<file path="config.mk">
export PLATFORM = sky130hd
export DESIGN_NAME = chain_dma_seq
export DESIGN_NICKNAME = d
export VERILOG_FILES = /design/src/rtl/chain_dma_pkg.sv /design/src/rtl/cdma_copy_buf.sv /design/src/rtl/cdma_stats.sv /design/src/rtl/chain_dma_seq.sv
export SDC_FILE = /design/constraint.sdc
export NUM_CORES = 2
export LEC_CHECK = 0
export ABC_CLOCK_PERIOD_IN_PS = 13100
export BUFFER_PORTS_ARGS = -buffer_cell sky130_fd_sc_hd__buf_2
export CAP_MARGIN = 20
export CORE_ASPECT_RATIO = 1.1
export CORE_UTILIZATION = 40
export DETAILED_ROUTE_END_ITERATION = 10
export GPL_TIMING_DRIVEN = 0
export PLACE_DENSITY = 0.62
export SETUP_SLACK_MARGIN = 0.2
export SKIP_CTS_REPAIR_TIMING = 1
export SLEW_MARGIN = 20
export SYNTH_ARGS = -nofsm -noshare
export SYNTH_HDL_FRONTEND = slang
export SYNTH_SLANG_ARGS = --single-unit
export TNS_END_PERCENT = 1
</file>
<file path="constraint.sdc">
create_clock -name clk -period 13.1 [get_ports clk]
set_input_delay 1.31 -clock clk [delete_from_list [all_inputs] [get_ports clk]]
set_output_delay 1.31 -clock clk [all_outputs]
set_load 0.1 [all_outputs]
</file>
<file path="src/rtl/chain_dma_pkg.sv">
package chain_dma_pkg;
    typedef enum logic [2:0] {
        ST_IDLE,
        ST_DESC,
        ST_NEXT,
        ST_RD,
        ST_WR,
        ST_CPL
    } seq_state_e;

    localparam logic [1:0] XS_RUN   = 2'd0;
    localparam logic [1:0] XS_FAULT = 2'd2;
    localparam logic [1:0] XS_HALT  = 2'd3;

    localparam int WORD_W     = 64;
    localparam int LEN_W      = 32;
    localparam int NEXT_OFS   = 24;
    localparam int CPL_SHIFT  = 6;
endpackage

</file>
<file path="src/rtl/cdma_copy_buf.sv">
module cdma_copy_buf #(
    parameter int DEPTH = 16,
    parameter int WIDTH = 64,
    localparam int IW = $clog2(DEPTH)
) (
    input  logic             clk,
    input  logic             wr_en,
    input  logic [IW-1:0]    wr_idx,
    input  logic [WIDTH-1:0] wr_data,
    input  logic [IW-1:0]    rd_idx,
    output logic [WIDTH-1:0] rd_data
);
    logic [WIDTH-1:0] store [DEPTH];

    always_ff @(posedge clk) begin
        if (wr_en) begin
            store[wr_idx] <= wr_data;
        end
    end

    assign rd_data = store[rd_idx];
endmodule

</file>
<file path="src/rtl/cdma_stats.sv">
module cdma_stats #(
    parameter int CNT_W = 32,
    parameter int LEN_W = 32
) (
    input  logic             clk,
    input  logic             rst_n,
    input  logic             bump,
    input  logic [LEN_W-1:0] add_len,
    output logic [CNT_W-1:0] bytes_total,
    output logic [CNT_W-1:0] copy_total
);
    logic [CNT_W-1:0] bytes_d, bytes_q, copy_d, copy_q;

    always_comb begin
        bytes_d = bytes_q;
        copy_d  = copy_q;
        if (bump) begin
            bytes_d = bytes_q + CNT_W'(add_len);
            copy_d  = copy_q + CNT_W'(1);
        end
    end

    always_ff @(posedge clk) begin
        if (!rst_n) begin
            bytes_q <= '0;
            copy_q  <= '0;
        end else begin
            bytes_q <= bytes_d;
            copy_q  <= copy_d;
        end
    end

    assign bytes_total = bytes_q;
    assign copy_total  = copy_q;
endmodule

</file>
<file path="src/rtl/chain_dma_seq.sv">
module chain_dma_seq
    import chain_dma_pkg::*;
#(
    parameter int ADDR_W     = 64,
    parameter int BUF_WORDS  = 16,
    parameter int LAT_BEFORE = 2,
    parameter int LAT_AFTER  = 2,
    parameter int LAT_W      = 8,
    parameter int CNT_W      = 32
) (
    input  logic              clk,
    input  logic              rst_n,
    input  logic              cmd_start,
    input  logic              cmd_append,
    input  logic              cmd_reset,
    input  logic [ADDR_W-1:0] chain_addr,
    input  logic [ADDR_W-1:0] cpl_addr,
    output logic              busy,
    output logic [1:0]        xfer_status,
    output logic              mem_req,
    output logic              mem_wr,
    output logic [ADDR_W-1:0] mem_addr,
    output logic [WORD_W-1:0] mem_wdata,
    input  logic              mem_done,
    input  logic [WORD_W-1:0] mem_rdata,
    output logic [CNT_W-1:0]  bytes_copied,
    output logic [CNT_W-1:0]  copies_done
);
    localparam int IDXW = $clog2(BUF_WORDS + 1);
    localparam int BAW  = $clog2(BUF_WORDS);

    typedef struct packed {
        seq_state_e        st;
        logic [IDXW-1:0]   idx;
        logic [LAT_W-1:0]  cnt;
        logic              post;
        logic              refresh;
        logic [1:0]        xfer;
        logic [ADDR_W-1:0] fetch;
        logic [ADDR_W-1:0] last;
        logic [ADDR_W-1:0] src;
        logic [ADDR_W-1:0] dst;
        logic [ADDR_W-1:0] nxt;
        logic [LEN_W-1:0]  dlen;
        logic [31:0]       dctl;
        logic [WORD_W-1:0] cword;
    } seq_t;

    seq_t s_d, s_q;

    logic [LEN_W:0]      words_w;
    logic                too_big, ctl_bad;
    logic [IDXW-1:0]     nwords;
    logic [ADDR_W-1:0]   word_off;
    logic                buf_we, stat_bump;
    logic [WORD_W-1:0]   buf_rdata;

    assign words_w  = ({1'b0, s_q.dlen} + (LEN_W+1)'(7)) >> 3;
    assign too_big  = words_w > (LEN_W+1)'(BUF_WORDS);
    assign nwords   = words_w[IDXW-1:0];
    assign ctl_bad  = |(s_q.dctl & ~32'h2);
    assign word_off = ADDR_W'(s_q.idx) << 3;

    always_comb begin
        s_d       = s_q;
        mem_req   = 1'b0;
        mem_wr    = 1'b0;
        mem_addr  = '0;
        mem_wdata = '0;
        buf_we    = 1'b0;
        stat_bump = 1'b0;
        unique case (s_q.st)
            ST_IDLE: begin
                if (cmd_start) begin
                    s_d.xfer  = XS_RUN;
                    s_d.fetch = chain_addr;
                    s_d.idx   = '0;
                    s_d.cnt   = LAT_W'(LAT_BEFORE);
                    s_d.st    = ST_DESC;
                end else if (cmd_append) begin
                    s_d.st = ST_NEXT;
                end
            end
            ST_DESC: begin
                if (s_q.cnt != '0) begin
                    s_d.cnt = s_q.cnt - LAT_W'(1);
                end else begin
                    mem_req  = 1'b1;
                    mem_addr = s_q.fetch + word_off;
                    if (mem_done) begin
                        s_d.idx = s_q.idx + IDXW'(1);
                        unique case (s_q.idx[1:0])
                            2'd0: begin
                                s_d.dlen = mem_rdata[LEN_W-1:0];
                                s_d.dctl = mem_rdata[63:32];
                            end
                            2'd1: s_d.src = mem_rdata[ADDR_W-1:0];
                            2'd2: s_d.dst = mem_rdata[ADDR_W-1:0];
                            default: begin
                                s_d.nxt  = mem_rdata[ADDR_W-1:0];
                                s_d.last = s_q.fetch;
                                s_d.idx  = '0;
                                s_d.post = 1'b0;
                                if (s_q.dctl[0]) begin
                                    s_d.st = ST_CPL;
                                end else if (ctl_bad || too_big) begin
                                    s_d.xfer = XS_FAULT;
                                    s_d.st   = ST_IDLE;
                                end else begin
                                    s_d.st = ST_RD;
                                end
                            end
                        endcase
                    end
                end
            end
            ST_NEXT: begin
                mem_req  = 1'b1;
                mem_addr = s_q.last + ADDR_W'(NEXT_OFS);
                if (mem_done) begin
                    s_d.nxt = mem_rdata[ADDR_W-1:0];
                    if (mem_rdata[ADDR_W-1:0] == '0) begin
                        s_d.st = ST_IDLE;
                    end else begin
                        s_d.fetch = mem_rdata[ADDR_W-1:0];
                        s_d.idx   = '0;
                        s_d.cnt   = LAT_W'(LAT_BEFORE);
                        s_d.st    = ST_DESC;
                    end
                end
            end
            ST_RD: begin
                if (s_q.idx == nwords) begin
                    s_d.idx = '0;
                    s_d.st  = ST_WR;
                end else begin
                    mem_req  = 1'b1;
                    mem_addr = s_q.src + word_off;
                    if (mem_done) begin
                        buf_we  = 1'b1;
                        s_d.idx = s_q.idx + IDXW'(1);
                    end
                end
            end
            ST_WR: begin
                if (s_q.idx == nwords) begin
                    s_d.cword = WORD_W'({s_q.last[ADDR_W-1:CPL_SHIFT], CPL_SHIFT'(0)})
                              | WORD_W'(1);
                    stat_bump = 1'b1;
                    s_d.post  = 1'b0;
                    s_d.st    = ST_CPL;
                end else begin
                    mem_req   = 1'b1;
                    mem_wr    = 1'b1;
                    mem_addr  = s_q.dst + word_off;
                    mem_wdata = buf_rdata;
                    if (mem_done) begin
                        s_d.idx = s_q.idx + IDXW'(1);
                    end
                end
            end
            ST_CPL: begin
                if (!s_q.post) begin
                    mem_req   = 1'b1;
                    mem_wr    = 1'b1;
                    mem_addr  = cpl_addr;
                    mem_wdata = s_q.cword;
                    if (mem_done) begin
                        s_d.post = 1'b1;
                        s_d.cnt  = LAT_W'(LAT_AFTER);
                    end
                end else if (s_q.cnt != '0) begin
                    s_d.cnt = s_q.cnt - LAT_W'(1);
                end else begin
                    s_d.post = 1'b0;
                    if (s_q.nxt != '0) begin
                        s_d.fetch = s_q.nxt;
                        s_d.idx   = '0;
                        s_d.cnt   = LAT_W'(LAT_BEFORE);
                        s_d.st    = ST_DESC;
                    end else if (s_q.refresh) begin
                        s_d.refresh = 1'b0;
                        s_d.st      = ST_NEXT;
                    end else begin
                        s_d.st = ST_IDLE;
                    end
                end
            end
            default: s_d.st = ST_IDLE;
        endcase

        if (cmd_append && (s_q.st != ST_IDLE)) begin
            s_d.refresh = 1'b1;
        end
        if (cmd_reset) begin
            s_d.st      = ST_IDLE;
            s_d.xfer    = XS_HALT;
            s_d.refresh = 1'b0;
            s_d.post    = 1'b0;
            s_d.cnt     = '0;
            s_d.idx     = '0;
        end
    end

    always_ff @(posedge clk) begin
        if (!rst_n) begin
            s_q      <= '0;
            s_q.xfer <= XS_HALT;
        end else begin
            s_q <= s_d;
        end
    end

    cdma_copy_buf #(
        .DEPTH (BUF_WORDS),
        .WIDTH (WORD_W)
    ) u_buf (
        .clk     (clk),
        .wr_en   (buf_we),
        .wr_idx  (s_q.idx[BAW-1:0]),
        .wr_data (mem_rdata),
        .rd_idx  (s_q.idx[BAW-1:0]),
        .rd_data (buf_rdata)
    );

    cdma_stats #(
        .CNT_W (CNT_W),
        .LEN_W (LEN_W)
    ) u_stats (
        .clk         (clk),
        .rst_n       (rst_n),
        .bump        (stat_bump),
        .add_len     (s_q.dlen),
        .bytes_total (bytes_copied),
        .copy_total  (copies_done)
    );

    assign busy        = (s_q.st != ST_IDLE);
    assign xfer_status = s_q.xfer;
endmodule

</file>
==> metrics <==
leakage=25.9 nW; Pwr Total=10.6 mW; initial antenna violation count=38; worst reg2reg endpoint=u_buf.store[0][57]$_DFFE_PP_; worst hold margin=0.454 ns; reg2reg path depth=14; Cell Pwr Density=134 mW/mm^2; drc violations=0; syn nets=5,666; TritonRoute pass-1 iters=9; adder-cell share of the synthesized area=1.13%; critical path class=reg -> out; Post-DP HPWL=208,000 um; area leader, netlist=edfxtp_1; post-route core utilization=47.1%; status=finished clean; GPL Wtd Cong=1.07; register bit total from synthesis=about 1.6k; final wirelength=283,000 um; # fillers=15.1k; RSZ-0062 raised after global routing=no; CTS tree=done; clk root buf=clkbuf_16; total global-route track usage=32.4%; top cells by area, synth=edfxtp_1 45%, dfxtp_1 16%, mux4_2 11%; synthesized instance count=5,409; Final Slew Violations=0; largest family of logic cells by synthesized area=simple AND/OR/NAND/NOR gates; most frequent cell after synthesis=edfxtp_1; CP Max Fanout=13; Compound-Gate Fraction of Synth Area=9.16%; Nets=roughly 6.3k; placed cell areas=roughly 0.074 sq mm; vias per cell=6.19; Hold Crit Depth=2; synthesized area per cell=12.5 sq um; Setup crit start kind=flop; period utilization=60.1%; Fin Setup TNS=0 ns; Distinct cells, synth=around 80; Worst slew margin=under 10%; Final Critical Period=about 7.9 ns; Setup crit end kind=output pin; Die Area=0.171 sq mm; Final ANT Viol Nets=0; core area=0.169 sq mm; area share of the largest cell type after synthesis=between 40% and 50%; Final Hold Viols=0; number of global-route vias before repair=around 49k; largest net degree at the start of global routing=23; Critical Path RT=11.79 ns; # IOs=a little under 400; min-delay src=s_q[56]$_SDFFE_PN0P_; first-pass GRT wire length=385,000 um; synth warn=0; Clock Tree Buf Depth=3; Post-synth EDFFs=roughly 1.0k; sequential share of the synthesized area=60.9%; grt total ovfl=0; Max-cap violations=0; CTS sink count=1,554; commonest cells in the netlist=1,024 x edfxtp_1, 963 x nand2_1, 530 x dfxtp_1, 442 x a21oi_1, 320 x mux4_2; r2r setup slk=6.48 ns; crit path DAT=6.57 ns; Async S/R FF share, synth=0%; ys flop type=edfxtp_1; mux cell area share after synthesis=between 10% and 20%; Die X=between 300 and 400 um; FMAX=127 MHz; Core Rows=158; CTS clk-pin slew, worst paths=0.06 ns; H-Tree Depth=4; simple-gate share of the synthesized area=12.0%; fraction of layout cells with a size suffix above 1=18.5%; clk_lat worst skew=0.87 ns; VDD IR max=0.000134 V; Least-Margin Pin Slew=1.37 ns; FF-to-FF Start=s_q[461]$_SDFFE_PP0P_; Setup Viol. Count Final=0; Port Buffer Count=between 300 and 400; cts bufs inserted=158; Initial Utilization=40.3%; Layout area overhead=17.0%; Die H=roughly 430 um; vias=52.4k; WHS Endpoint=s_q[56]$_SDFFE_PN0P_; Setup Skew=0.0639 ns; fin area=a little under 0.08 sq mm; Post-Synth XOR/XNOR Area=3.64%; Cell Area, Synth=0.0679 sq mm; Tightest Hold Check Type=reg -> reg; drt initial violations=7,722; drt wl/cell=about 33 um
==> where the power goes <==
| part | switching [mW] | leakage, nW | internal, mW |
|---|---|---|---|
| registers | 0.110 | 13.5 | 5.27 |
| clock network | 2.02 | 2.46 | 2.46 |
| logic | 0.597 | 9.99 | 0.170 |
==> worst max-delay path by stage <==
stage	start	to	slack (ns)	cells past startpoint
final	s_q[461]$_SDFFE_PP0P_	mem_addr[63]	5.22	11
after global placement	s_q[461]$_SDFFE_PP0P_	u_buf.store[3][2]$_DFFE_PP_	-5.22	7
after floorplan	s_q[461]$_SDFFE_PP0P_	u_buf.store[3][0]$_DFFE_PP_	4.62	7
after detailed placement	s_q[461]$_SDFFE_PP0P_	mem_addr[63]	6.44	11
after global routing	s_q[461]$_SDFFE_PP0P_	mem_addr[63]	5.39	11
after CTS	s_q[461]$_SDFFE_PP0P_	mem_addr[63]	5.55	11
==> cell type report <==
cell class | count | area, sq um | share of cell area (%)
buffer | 342 | 1340 | 1.69
sequential | 1554 | 41400 | 52.1
inverter | 79 | 297 | 0.373
clock inverter | 87 | 882 | 1.11
multi-input combinational | 3434 | 25000 | 31.5
clock buffer | 198 | 4210 | 5.29
timing repair buffer | 509 | 3440 | 4.34
antenna | 19 | 47.5 | 0.0599
tap | 2240 | 2800 | 3.53
==> sequential cells by signal, indices dropped and copies added (netlist names), named ones only <==
signal	count
xfer_status	2
u_stats.copy_total	32
s_q	460
u_stats.bytes_total	32
u_buf.store	1024
==> cell families after synthesis <==
logic type,count (synthesis)
buffers and inverters,421
xor gates and xnor gates,282
adders and majority gates,59
and+or+nand+nor,1831
AOI/OAI and AO/OA,935
muxes,327
DFF,1554
==> layout by cell type, fill, tap and decap left out, types with 30 or more instances in the layout <==
cell type  count
clkbuf_1     301
buf_2        430
nand2_1      963
a311oi_1      65
ha_1          55
inv_1         78
nor3_1        73
dfxtp_1      530
buf_4         52
xor2_1       124
nand4_1       94
xnor2_1      158
a22o_1        64
nor4_1        84
clkbuf_16    158
a22oi_1       90
clkinv_1      30
mux4_2       320
nand3_1      185
o21ai_0       43
nor2_1       257
a21oi_1      439
a222oi_1      40
edfxtp_1    1024
and3_1        45
==> through the flow <==
step | std cells | setup slack [ns]
2_1_floorplan | 5409 | 4.62
3_3_place_gp | 8043 | -5.22
3_5_place_dp | 8156 | 6.44
4_1_cts | 8441 | 5.55
5_1_grt | 8449 | 5.39
6_report | 8462 | 5.22
==> worst max-delay path, cell delays in order (launching register included) <==
cell and delay, ns:
dfxtp_1 0.92, inv_1 0.47, fa_1 0.56, nor2b_1 0.13
o21ai_0 0.11, a21boi_0 0.77, o2111ai_1 0.52, nor3_1 0.38
xor2_1 0.13, a222oi_1 0.80, o211ai_1 0.48, buf_2 0.44
==> routing by layer <==
layer | GRT usage [%] | wire (um)
met1 | 40.7 | 105000
met2 | 49.3 | 125000
met3 | 9.13 | 31800
met4 | 20.7 | 20400
met5 | 0.227 | 125
(Power assumes the default switching activity.)
